### config.mk
export PLATFORM = sky130hd
export DESIGN_NAME = swire_link_initiator
export DESIGN_NICKNAME = d
export VERILOG_FILES = /design/src/rtl/olink_pkg.sv /design/src/rtl/olink_tid_encode.sv /design/src/rtl/olink_len_select.sv /design/src/rtl/swire_link_initiator.sv
export SDC_FILE = /design/constraint.sdc
export NUM_CORES = 1
export LEC_CHECK = 0
export BUFFER_PORTS_ARGS = -buffer_cell sky130_fd_sc_hd__buf_2
export CAP_MARGIN = 0
export CORE_MARGIN = 1.5
export CORE_UTILIZATION = 45
export CTS_CLUSTER_SIZE = 40
export DETAILED_ROUTE_END_ITERATION = 8
export GPL_TIMING_DRIVEN = 0
export MAX_ROUTING_LAYER = met4
export PLACE_DENSITY = 0.66
export SLEW_MARGIN = 20
export SYNTH_ARGS = -nofsm -noshare
export SYNTH_HDL_FRONTEND = slang
export SYNTH_SLANG_ARGS = --single-unit
### constraint.sdc
create_clock -name clk -period 7.98 [get_ports clk]
set_clock_uncertainty 0.05 [all_clocks]
set_input_delay 1.596 -clock clk [delete_from_list [all_inputs] [get_ports clk]]
set_output_delay 1.596 -clock clk [all_outputs]
set_load 0.01 [all_outputs]
### src/rtl/olink_pkg.sv
package olink_pkg;

    typedef enum logic [3:0] {
        ST_IDLE,
        ST_SYNC,
        ST_GAP,
        ST_ID_TX,
        ST_WAIT_HI,
        ST_WAIT_LO,
        ST_ACK_LO,
        ST_RX_H1,
        ST_RX_H2,
        ST_TURN,
        ST_PL_TX
    } olink_state_e;

    localparam logic [3:0] STAT_OK       = 4'h0;
    localparam logic [3:0] STAT_NO_RESP  = 4'h1;
    localparam logic [3:0] STAT_DATA_ERR = 4'h2;
    localparam logic [3:0] STAT_TYPE_ERR = 4'h4;

    // even parity bit: makes the total count of ones even
    function automatic logic even_par8(input logic [7:0] b);
        return ^b;
    endfunction

endpackage

### src/rtl/olink_tid_encode.sv
module olink_tid_encode #(
    parameter int IDX_W = 4,
    parameter int CNT_W = 3
) (
    input  logic [IDX_W-1:0]       idx,
    output logic [IDX_W+CNT_W-1:0] tid,
    output logic                   par
);
    logic [CNT_W-1:0] ones;

    always_comb begin
        ones = '0;
        for (int i = 0; i < IDX_W; i++) begin
            ones = ones + CNT_W'(idx[i]);
        end
    end

    assign tid = {idx, ones};
    assign par = ^tid;
endmodule

### src/rtl/olink_len_select.sv
module olink_len_select #(
    parameter int NUM   = 4,
    parameter int LEN_W = 4,
    parameter int IDX_W = 4,
    parameter logic [NUM*LEN_W-1:0] LENS = '0
) (
    input  logic [IDX_W-1:0] idx,
    output logic [LEN_W-1:0] len
);
    logic [NUM-1:0][LEN_W-1:0] entry;

    for (genvar g = 0; g < NUM; g++) begin : g_entry
        assign entry[g] = LENS[g*LEN_W +: LEN_W];
    end

    always_comb begin
        len = '0;
        for (int i = 0; i < NUM; i++) begin
            if (idx == IDX_W'(i)) len = entry[i];
        end
    end
endmodule

### src/rtl/swire_link_initiator.sv
module swire_link_initiator
    import olink_pkg::*;
#(
    parameter int CLK_HZ    = 250_000_000,
    parameter int BIT_US    = 6,
    parameter int ACK_POLLS = 8,
    parameter int IDX_W     = 4,
    parameter int LEN_W     = 4,
    parameter int NUM_TRANS = 4,
    parameter logic [NUM_TRANS*LEN_W-1:0] RX_LENS = 16'h0152,
    parameter logic [NUM_TRANS*LEN_W-1:0] TX_LENS = 16'h3100
) (
    input  logic             clk,
    input  logic             rst_n,
    input  logic             req_start,
    input  logic [IDX_W-1:0] req_index,
    output logic             busy,
    output logic             done,
    output logic [3:0]       status,
    input  logic             line_in,
    output logic             line_oe,
    output logic             line_out,
    output logic             rx_wr_en,
    output logic [LEN_W-1:0] rx_wr_addr,
    output logic [7:0]       rx_wr_data,
    output logic [LEN_W-1:0] tx_rd_addr,
    input  logic [7:0]       tx_rd_data
);
    localparam int CYC_PER_US = CLK_HZ / 1_000_000;
    localparam int BIT_CYC    = CYC_PER_US * BIT_US;
    localparam int HALF1      = BIT_CYC / 2;
    localparam int HALF2      = BIT_CYC - HALF1;
    localparam int ACK_WAIT   = BIT_CYC * ACK_POLLS;
    localparam int TMAX       = (ACK_WAIT > BIT_CYC) ? ACK_WAIT : BIT_CYC;
    localparam int TW         = $clog2(TMAX + 1);
    localparam int CNT_W      = $clog2(IDX_W + 1);
    localparam int TID_W      = IDX_W + CNT_W;
    localparam int SH_W       = (TID_W + 1 > 9) ? TID_W + 1 : 9;

    olink_state_e     st;
    logic [TW-1:0]    tmr;
    logic [3:0]       bitn;
    logic [SH_W-1:0]  sh;
    logic [IDX_W-1:0] idx_q;
    logic [LEN_W-1:0] byte_n;
    logic [7:0]       sum;
    logic             chk_q;
    logic [3:0]       stat_q;
    logic             done_q;
    logic             wr_q;
    logic [7:0]       wr_d;
    logic [LEN_W-1:0] wr_a;

    logic [TID_W-1:0] tid;
    logic             tid_par;
    logic [LEN_W-1:0] rx_len, tx_len;
    logic             req_ok, tz;
    logic [7:0]       rx_byte;

    olink_tid_encode #(.IDX_W(IDX_W), .CNT_W(CNT_W)) u_tid (
        .idx(idx_q), .tid(tid), .par(tid_par));
    olink_len_select #(.NUM(NUM_TRANS), .LEN_W(LEN_W), .IDX_W(IDX_W), .LENS(RX_LENS)) u_rxlen (
        .idx(idx_q), .len(rx_len));
    olink_len_select #(.NUM(NUM_TRANS), .LEN_W(LEN_W), .IDX_W(IDX_W), .LENS(TX_LENS)) u_txlen (
        .idx(idx_q), .len(tx_len));

    assign req_ok  = {1'b0, req_index} < (IDX_W+1)'(NUM_TRANS);
    assign tz      = (tmr == '0);
    assign rx_byte = sh[8:1];

    // state register and datapath
    always_ff @(posedge clk or negedge rst_n) begin
        if (!rst_n) begin
            st <= ST_IDLE; tmr <= '0; bitn <= '0; sh <= '0; idx_q <= '0;
            byte_n <= '0; sum <= '0; chk_q <= 1'b0; stat_q <= STAT_OK;
            done_q <= 1'b0; wr_q <= 1'b0; wr_d <= '0; wr_a <= '0;
        end else begin
            done_q <= 1'b0;
            wr_q   <= 1'b0;
            unique case (st)
                ST_IDLE: if (req_start) begin
                    if (req_ok) begin
                        idx_q <= req_index;
                        tmr   <= TW'(BIT_CYC - 1);
                        st    <= ST_SYNC;
                    end else begin
                        done_q <= 1'b1;
                        stat_q <= STAT_TYPE_ERR;
                    end
                end
                ST_SYNC: begin
                    tmr <= tz ? TW'(BIT_CYC - 1) : tmr - 1'b1;
                    if (tz) st <= ST_GAP;
                end
                ST_GAP: begin
                    tmr <= tz ? TW'(BIT_CYC - 1) : tmr - 1'b1;
                    if (tz) begin
                        st   <= ST_ID_TX;
                        sh   <= SH_W'({tid, tid_par}) << (SH_W - TID_W - 1);
                        bitn <= 4'(TID_W + 1);
                    end
                end
                ST_ID_TX: if (tz) begin
                    if (bitn == 4'd1) begin
                        st  <= ST_WAIT_HI;
                        tmr <= TW'(ACK_WAIT);
                    end else begin
                        sh   <= sh << 1;
                        bitn <= bitn - 1'b1;
                        tmr  <= TW'(BIT_CYC - 1);
                    end
                end else tmr <= tmr - 1'b1;
                ST_WAIT_HI: if (line_in) begin
                    st  <= ST_WAIT_LO;
                    tmr <= TW'(ACK_WAIT);
                end else if (tz) begin
                    st <= ST_IDLE; done_q <= 1'b1; stat_q <= STAT_NO_RESP;
                end else tmr <= tmr - 1'b1;
                ST_WAIT_LO: if (!line_in) begin
                    st  <= ST_ACK_LO;
                    tmr <= TW'(BIT_CYC - 1);
                end else if (tz) begin
                    st <= ST_IDLE; done_q <= 1'b1; stat_q <= STAT_NO_RESP;
                end else tmr <= tmr - 1'b1;
                ST_ACK_LO: if (tz) begin
                    byte_n <= '0; sum <= '0; chk_q <= 1'b0; bitn <= 4'd9;
                    if (rx_len == '0) begin
                        st <= ST_TURN; tmr <= TW'(BIT_CYC - 1);
                    end else begin
                        st <= ST_RX_H1; tmr <= TW'(HALF1 - 1);
                    end
                end else tmr <= tmr - 1'b1;
                ST_RX_H1: if (tz) begin
                    sh  <= {sh[SH_W-2:0], line_in};
                    st  <= ST_RX_H2;
                    tmr <= TW'(HALF2 - 1);
                end else tmr <= tmr - 1'b1;
                ST_RX_H2: if (tz) begin
                    tmr <= TW'(HALF1 - 1);
                    st  <= ST_RX_H1;
                    if (bitn != 4'd1) begin
                        bitn <= bitn - 1'b1;
                    end else if (^sh[8:0]) begin
                        st <= ST_IDLE; done_q <= 1'b1; stat_q <= STAT_DATA_ERR;
                    end else if (!chk_q) begin
                        wr_q <= 1'b1; wr_d <= rx_byte; wr_a <= byte_n;
                        sum  <= sum + rx_byte;
                        bitn <= 4'd9;
                        if (byte_n == rx_len - 1'b1) chk_q <= 1'b1;
                        else byte_n <= byte_n + 1'b1;
                    end else if (rx_byte != sum) begin
                        st <= ST_IDLE; done_q <= 1'b1; stat_q <= STAT_DATA_ERR;
                    end else begin
                        st <= ST_TURN; tmr <= TW'(BIT_CYC - 1);
                        byte_n <= '0; sum <= '0; chk_q <= 1'b0;
                    end
                end else tmr <= tmr - 1'b1;
                ST_TURN: if (tz) begin
                    if (tx_len == '0) begin
                        st <= ST_IDLE; done_q <= 1'b1; stat_q <= STAT_OK;
                    end else begin
                        st     <= ST_PL_TX;
                        sh     <= SH_W'({tx_rd_data, even_par8(tx_rd_data)}) << (SH_W - 9);
                        sum    <= sum + tx_rd_data;
                        byte_n <= byte_n + 1'b1;
                        bitn   <= 4'd9;
                        tmr    <= TW'(BIT_CYC - 1);
                    end
                end else tmr <= tmr - 1'b1;
                ST_PL_TX: if (tz) begin
                    tmr <= TW'(BIT_CYC - 1);
                    if (bitn != 4'd1) begin
                        sh   <= sh << 1;
                        bitn <= bitn - 1'b1;
                    end else if (chk_q) begin
                        st <= ST_IDLE; done_q <= 1'b1; stat_q <= STAT_OK;
                    end else if (byte_n < tx_len) begin
                        sh     <= SH_W'({tx_rd_data, even_par8(tx_rd_data)}) << (SH_W - 9);
                        sum    <= sum + tx_rd_data;
                        byte_n <= byte_n + 1'b1;
                        bitn   <= 4'd9;
                    end else begin
                        sh    <= SH_W'({sum, even_par8(sum)}) << (SH_W - 9);
                        chk_q <= 1'b1;
                        bitn  <= 4'd9;
                    end
                end else tmr <= tmr - 1'b1;
                default: st <= ST_IDLE;
            endcase
        end
    end

    // outputs
    always_comb begin
        busy     = (st != ST_IDLE);
        line_oe  = 1'b1;
        line_out = 1'b1;
        unique case (st)
            ST_IDLE, ST_GAP, ST_TURN: begin line_oe = 1'b1; line_out = 1'b1; end
            ST_SYNC:                  begin line_oe = 1'b1; line_out = 1'b0; end
            ST_ID_TX, ST_PL_TX:       begin line_oe = 1'b1; line_out = sh[SH_W-1]; end
            ST_WAIT_HI, ST_WAIT_LO, ST_ACK_LO, ST_RX_H1, ST_RX_H2:
                                      begin line_oe = 1'b0; line_out = 1'b1; end
            default:                  begin line_oe = 1'b1; line_out = 1'b1; end
        endcase
    end

    assign done       = done_q;
    assign status     = stat_q;
    assign rx_wr_en   = wr_q;
    assign rx_wr_addr = wr_a;
    assign rx_wr_data = wr_d;
    assign tx_rd_addr = byte_n;

    AST_SYNC_ON_ACCEPT: assert property (@(posedge clk) disable iff (!rst_n)
        $rose(busy) |-> (line_oe && !line_out));
    AST_TYPE_ERR_QUIET: assert property (@(posedge clk) disable iff (!rst_n)
        (!busy && req_start && !req_ok) |=> (done && status == STAT_TYPE_ERR && !busy && line_oe && line_out));
    AST_NORESP_AFTER_RELEASE: assert property (@(posedge clk) disable iff (!rst_n)
        (done && status == STAT_NO_RESP) |-> ($past(!line_oe) && line_oe && line_out));
    AST_RX_WRITE_RELEASED: assert property (@(posedge clk) disable iff (!rst_n)
        rx_wr_en |-> !line_oe);
    AST_DATAERR_AFTER_RX: assert property (@(posedge clk) disable iff (!rst_n)
        (done && status == STAT_DATA_ERR) |-> ($past(!line_oe) && line_oe && line_out));
    AST_DONE_SINGLE: assert property (@(posedge clk) disable iff (!rst_n)
        done |=> !done);
    AST_DONE_IDLE: assert property (@(posedge clk) disable iff (!rst_n)
        done |-> !busy);
endmodule

==> results of run 1 <==
cell usage after synthesis, types with 7 or more instances:
master	number	share of area, %
o21a_1	7	0.93
o211ai_1	13	1.7
xnor2_1	33	5.1
a31oi_1	19	2.1
clkbuf_1	24	1.6
o21ai_1	7	0.62
a22oi_1	13	1.7
dfrtp_1	65	29
inv_1	20	1.3
a21o_1	10	1.3
ha_1	27	6.0
mux2_2	14	2.8
nand2_1	50	3.3
or3_1	7	0.77
nor2_1	46	3.1
nor3_1	19	1.7
a21oi_1	40	3.5
xor2_1	14	2.2
o21ai_0	44	3.9
nand2b_1	8	0.89
nor2b_1	11	1.2
nand3_1	31	2.7
critical path, delay by kind of cell, from the launching register on:
kind | cells | cell delay, ps
simple gates | 1 | 140
compound gates | 1 | 180
buf+inv | 4 | 1420
flops | 1 | 470
registers in the layout, summed over array words and instances (netlist names):
name and count:
tmr 14, sh 9, rx_wr_data 8, sum 8
bitn 4, idx_q 4, rx_wr_addr 4, st 4
tx_rd_addr 4, status 3, chk_q 1, done 1
rx_wr_en 1
power breakdown:
group          switching [W]  internal, W  total (W)  leakage [nW]
logic               0.000892     0.000571    0.00146          1.67
registers           0.000132     0.000416   0.000548         0.793
clock network       0.000158     0.000251   0.000408         0.149
final timing paths:
kind | startpoint | endpoint | slack, ps | depth (start not counted)
min in group asynchronous | rst_n | bitn[0] | 1130 | 1
max | st[3] | line_out | 3780 | 6
max in group asynchronous | rst_n | sh[8] | 6210 | 2
min | rx_wr_data[0] | rx_wr_data[0] | 430 | 2
max reg2reg | idx_q[3] | tx_rd_addr[1] | 4820 | 10
min reg2reg | rx_wr_data[0] | rx_wr_data[0] | 430 | 2
metrics by stage:
stage	total power, W	util, %	std cells	area [sq um]
after floorplan	0.00159	-	659	5650
after global placement	0.00196	50.0	866	6060
after detailed placement	0.00198	50.2	867	6080
after CTS	0.00240	52.7	883	6390
after global routing	0.00258	52.8	883	6390
final	0.00242	52.8	883	6390
area by class of cell:
| class | count | area, sq um |
|---|---|---|
| Timing Repair Buffer | 40 | 218 |
| Clock inverter | 6 | 65.1 |
| Clock buffer | 10 | 239 |
| Buffer | 41 | 210 |
| Multi-Input combinational cell | 532 | 3740 |
| Sequential cell | 65 | 1630 |
| Fill cell | 1197 | 5720 |
| Inverter | 21 | 81.3 |
| Tap cell | 168 | 210 |
logic make-up (layout without fill, tap and decap cells):
| group | after synthesis | count (layout) |
|---|---|---|
| xor gates and xnor gates | 48 | 48 |
| AOI/OAI and AO/OA | 230 | 230 |
| adders and majority gates | 30 | 30 |
| other | 1 | 1 |
| DFF | 65 | 65 |
| muxes | 16 | 16 |
| and+or+nand+nor | 207 | 207 |
| buffers and inverters | 62 | 118 |
layer usage:
| layer | up-vias | track usage [%] | part of all wire, % |
|---|---|---|---|
| li1 | 2567 | - | - |
| met4 | 0 | 12.8 | 3.2 |
| met5 | - | - | 0 |
| met2 | 268 | 46.1 | 47 |
| met3 | 43 | 7.59 | 8.1 |
| met1 | 2700 | 36.8 | 42 |
cell usage in the layout (no fill, tap or decap), drive strengths merged, types with 8 or more instances in the layout:
cell    synthesis  layout
a21o           10      10
a21oi          41      41
a22oi          13      13
a31oi          19      19
buf            17      57
clkbuf         24      34
dfrtp          65      65
ha             27      27
inv            21      22
mux2           16      16
nand2          50      50
nand2b          8       8
nand3          31      31
nor2           48      48
nor2b          11      11
nor3           19      19
o211ai         14      14
o21ai          53      53
xnor2          33      33
xor2           14      14
==> flow_metrics.py, run 1 <==
metrics = {
    "placement": {
        "post-place-ws_ps": 4230,
        "gp_congestion": 0.956,
        "dpl.hpwl_um": 13700,
        "portBuffers": 39,
    },
    "detailed_routing": {
        "vias": 5578,
        "route.detailed.drc": 2,
        "firstDrtPassIters": 7,
        "routed_wl_um": 18400,
        "via_per_inst": 6.32,
        "drt_iter0_markers": 479,
        "wl_per_cell_um": 20.8,
        "ant_nets": 0,
    },
    "clock_network": {
        "clockBufferDepth": 2,
        "clock-sinks": 65,
        "clkLatencyLatePin_ps": 340,
        "clk_transition_reported_paths_ps": 60,
        "clockRootBuffer": "clkbuf_16",
        "cts_resized": 0,
        "htree_levels": 3,
        "cts_setup_buffers": 0,
        "cts_hold_buf": 0,
        "numCtsBuffers": 9,
        "cts_tree": "done",
    },
    "critical_path": {
        "start_kind": "register",
        "worstPathArrival_ps": 2560,
        "crit_fanout": 10,
        "worstSetupPathType": "register to output port",
        "required_ps": 6330,
        "crit_top_cell": "clkbuf_1",
        "crit_slowest_cell": "buf_1",
        "worstPathCellList": "clkbuf_1, clkbuf_1, buf_1, nand3b_1, a21o_1, buf_2",
        "critPathMaxStageDelay_ps": 500,
        "cp-end-kind": "output port",
    },
    "timing": {
        "setup_total_negative_slack_ps": 0,
        "drv_slew": 0,
        "relSlewSlack_pct": 31.6,
        "hold_ws_ps": 434,
        "max_freq_ghz": 0.238,
        "rsz0062_at_grt": "false",
        "worst_pin_slew_ps": 1020,
        "fin_ws_ps": 3780,
        "fin_crit_ps": 4200,
        "timing.final.crit_share_pct": 52.7,
        "hold_violations": 0,
        "setup_viol": 0,
    },
    "die": {
        "chipHeight_um": 115,
        "rows": 40,
        "dieArea_sq_um": 13200,
        "io_pins": 41,
        "design.core.area_sq_um": 12100,
        "die_x_um": 115,
        "start_util_pct": 46.7,
    },
    "yosys": {
        "synth_cells": 659,
        "async_reset_ff_share_pct": 100,
        "ys_types": 83,
        "netlist_area_sq_um": 5650,
        "synthXorXnorAreaFrac_pct": 7.68,
        "synth_warnings": 0,
        "seq_area_frac_synth_pct": 28.8,
        "synthFlopType": "dfrtp_1",
        "synth.avg_cell_area_sq_um": 8.58,
        "synth-simple-area-share_pct": 19.7,
        "yosys_register_bits": 65,
        "synth_top_family_by_area": "compound AO/OA/AOI/OAI gates",
        "synth.net_count": 705,
        "synth_edf_count": 0,
        "synth_compound_area_share_pct": 28.3,
        "synthMuxAreaShare_pct": 3.32,
        "synthAdderAreaFrac_pct": 7.04,
    },
    "power": {
        "leakage_nw": 2.61,
        "power_density_nw_per_um2": 379,
        "irDropWorstVdd_v": 0.000241,
    },
    "global_routing": {
        "grt_pass1_vias": 5513,
        "grt_max_degree": 36,
        "antenna_found_initial": 0,
        "grt_pass1_wl_um": 29300,
        "grt_use_total_pct": 29.7,
        "overflow": 0,
    },
    "status": {
        "violations": "DRC",
        "outcome": "complete, but fails checks",
    },
    "flow_run": {
        "max_cap_violations": 0,
    },
    "cells_and_area": {
        "drive_gt1_share_pct": 15.1,
        "antenna_cells": 0,
        "area_growth_pct": 13.0,
        "final_nets": 756,
    },
    "min_path": {
        "worstHoldPathType": "register to register",
    },
}
Power figures use the tool's default switching activity.
==> run 2, diff against run 1 <==
--- a/config.mk
+++ b/config.mk
@@ -5,6 +5,7 @@
 export SDC_FILE = /design/constraint.sdc
 export NUM_CORES = 1
 export LEC_CHECK = 0
+export ABC_AREA = 1
 export BUFFER_PORTS_ARGS = -buffer_cell sky130_fd_sc_hd__buf_2
 export CAP_MARGIN = 0
 export CORE_MARGIN = 1.5
@@ -13,7 +14,7 @@
 export DETAILED_ROUTE_END_ITERATION = 8
 export GPL_TIMING_DRIVEN = 0
 export MAX_ROUTING_LAYER = met4
-export PLACE_DENSITY = 0.66
+export PLACE_DENSITY = 0.69
 export SLEW_MARGIN = 20
 export SYNTH_ARGS = -nofsm -noshare
 export SYNTH_HDL_FRONTEND = slang
==> constraint.sdc (replaced) <==
create_clock -name clk -period 3.7 [get_ports clk]
set_clock_uncertainty 0.05 [all_clocks]
set_input_delay 0.74 -clock clk [delete_from_list [all_inputs] [get_ports clk]]
set_output_delay 0.74 -clock clk [all_outputs]
set_load 0.01 [all_outputs]
==> flow_metrics.py, run 2 <==
metrics = {
    "die": {
        "dieArea_sq_um": 13000,
        "die_x_um": 114,
        "chipHeight_um": 114,
        "start_util_pct": 46.0,
        "design.core.area_sq_um": 12000,
        "rows": 40,
        "io_pins": 41,
    },
    "yosys": {
        "synth_cells": 839,
        "yosysMostFrequentCell": "nand2_1",
        "synth.net_count": 885,
        "synth.avg_cell_area_sq_um": 6.59,
        "synthFlopType": "dfrtp_1",
        "ys_types": 42,
        "synthTopCellsByCount": "nand2_1, inv_1, nor2_1, dfrtp_1, nand3_1",
        "async_reset_ff_share_pct": 100,
        "synth.area.top_cells": "dfrtp_1, nand2_1, inv_1",
        "synth_edf_count": 0,
        "synth_warnings": 0,
        "seq_area_frac_synth_pct": 29.4,
        "yosys.area.top_type": "dfrtp_1",
        "yosys_register_bits": 65,
        "netlist_area_sq_um": 5530,
        "synth_top_area_share_pct": 29.4,
    },
    "power": {
        "p_comb_share_pct": 61.1,
        "p_sw_share_pct": 50.8,
        "irDropWorstVdd_v": 0.000418,
        "p_int_w": 0.00268,
        "pwr-share-clk_pct": 16.0,
        "fin_total_pwr_w": 0.00544,
        "p_switching_w": 0.00276,
        "leakage_nw": 3.29,
        "p_seq_share_pct": 22.9,
        "power_density_nw_per_um2": 873,
    },
    "detailed_routing": {
        "routed_wl_um": 16400,
        "route.detailed.drc": 0,
        "wl_per_cell_um": 15.7,
        "drt_iter0_markers": 617,
        "vias": 5678,
        "via_per_inst": 5.45,
        "ant_nets": 0,
        "firstDrtPassIters": 5,
    },
    "timing": {
        "drv_slew": 0,
        "setup_viol": 0,
        "fin_crit_ps": 2870,
        "hold_violations": 0,
        "setup_total_negative_slack_ps": 0,
        "worst_pin_slew_ps": 856,
        "rsz0062_at_grt": "false",
        "fin_ws_ps": 826,
        "timing.final.crit_share_pct": 77.7,
        "max_freq_ghz": 0.348,
        "relSlewSlack_pct": 42.5,
    },
    "cells_and_area": {
        "multiInputGateArea_sq_um": 3450,
        "antenna_cells": 0,
        "finalInstanceArea_sq_um": 6220,
        "final_common_cell": "nand2_1",
        "ff_latch_area_sq_um": 1630,
        "drive_gt1_share_pct": 9.61,
        "fillers": 1245,
        "mostFrequentLayoutCells": "nand2_1, inv_1, nor2_1",
        "final_nets": 936,
        "area_growth_pct": 12.6,
        "largest_register_ffs": 14,
        "reg.largest.list": "tmr x14, sh x9",
        "top_register": "tmr",
    },
    "critical_path": {
        "reg2reg_depth": 12,
        "required_ps": 2910,
        "start_kind": "register",
        "cp-end-kind": "output port",
        "crit_fanout": 9,
        "worstPathArrival_ps": 2080,
        "worstSetupPathType": "register to output port",
    },
    "clock_network": {
        "cts_tree": "done",
        "clkLatencyLatePin_ps": 350,
        "clock-sinks": 65,
        "cts_setup_buffers": 0,
        "clockRootBuffer": "clkbuf_16",
        "clockBufferDepth": 2,
        "htree_levels": 3,
        "numCtsBuffers": 9,
        "clk_transition_reported_paths_ps": 60,
        "cts_hold_buf": 0,
        "cts_resized": 0,
    },
    "global_routing": {
        "antenna_found_initial": 0,
        "overflow": 0,
        "grt_pass1_vias": 5177,
        "grt_use_total_pct": 27.0,
        "grt_max_degree": 36,
        "grt_pass1_wl_um": 26400,
    },
    "placement": {
        "gp_congestion": 0.967,
        "placed_area_sq_um": 5930,
        "post-place-ws_ps": 1010,
        "portBuffers": 39,
        "dpl.hpwl_um": 12700,
    },
    "flow_run": {
        "max_cap_violations": 0,
    },
    "min_path": {
        "worstHoldPathType": "input pin to asynchronous set/reset pin",
    },
    "status": {
        "outcome": "finished clean",
    },
}
## run 2: changes by cell type in the layout (fill, tap and decap cells not counted), sizes merged, moves of 14 or more
| cell | delta |
|---|---|
| nand2 | +207 |
| inv | +81 |
| nor2 | +37 |
| nand3 | +24 |
| mux2 | -16 |
| xnor2 | -16 |
| a31oi | -15 |
| clkbuf | -15 |
| nand4 | +14 |
## run 2: cell families (layout without fill, tap and decap cells)
family / Yosys count / after routing / synth area share [%]
simple gates: 442 / 442 / 34.4
compound gates: 148 / 148 / 15.0
fa+ha+maj: 30 / 30 / 7.20
xor+xnor: 37 / 37 / 5.87
buf+inv: 116 / 172 / 8.06
flops: 65 / 65 / 29.4
other cells: 1 / 1 / 0.0679
## run 2: worst paths after layout
path | start | end | slack (ps)
worst max-delay path | st[0] | line_out | 830
worst min-delay path | rst_n | rx_wr_data[3] | 270
worst max register to register | tmr[0] | tmr[5] | 960
worst min register to register | status[2] | status[2] | 410
max in group asynchronous | rst_n | tmr[3] | 2790
min in group clk | status[2] | status[2] | 410
## run 2: power by group through the flow
stage	sequential [W]	clock, W	combinational [W]
after detailed placement	0.00125	0	0.00324
final	0.00124	0.000869	0.00332
after floorplan	0.00117	0	0.00252
after global placement	0.00124	0	0.00321
after global routing	0.00128	0.000919	0.00374
after CTS	0.00124	0.000885	0.00327
## run 2: final cells by class
type,instances,share of cell area [%]
Multi-Input combinational cell,658,55.5
Sequential cell,65,26.1
Inverter,102,6.15
Clock buffer,10,3.68
Timing Repair Buffer,40,3.50
Tap cell,147,2.96
Clock inverter,6,1.09
Buffer,14,1.01
## run 2: metrics by stage
stage                     utilization, %  std cells  hold WS, ps
final                               51.8       1042          269
after global routing                51.8       1042          307
after CTS                           51.8       1042          279
after detailed placement            49.3       1026          404
after global placement              49.2       1025          403
after floorplan                        -        839          394
## run 2: critical path, cell delays in order, from the launching register on
cell	delay, ps
dfrtp_1	460
inv_1	110
nand2_2	180
inv_1	80
nand2_1	290
nand2_1	150
a21oi_1	280
buf_2	190
## run 2: per-layer routing
metal	up-vias	part of all wire, %	GRT usage [%]
met2	248	42	38.3
li1	2854	-	-
met3	34	9.1	4.68
met4	0	2.2	10.2
met5	-	0	-
met1	2542	47	38.3
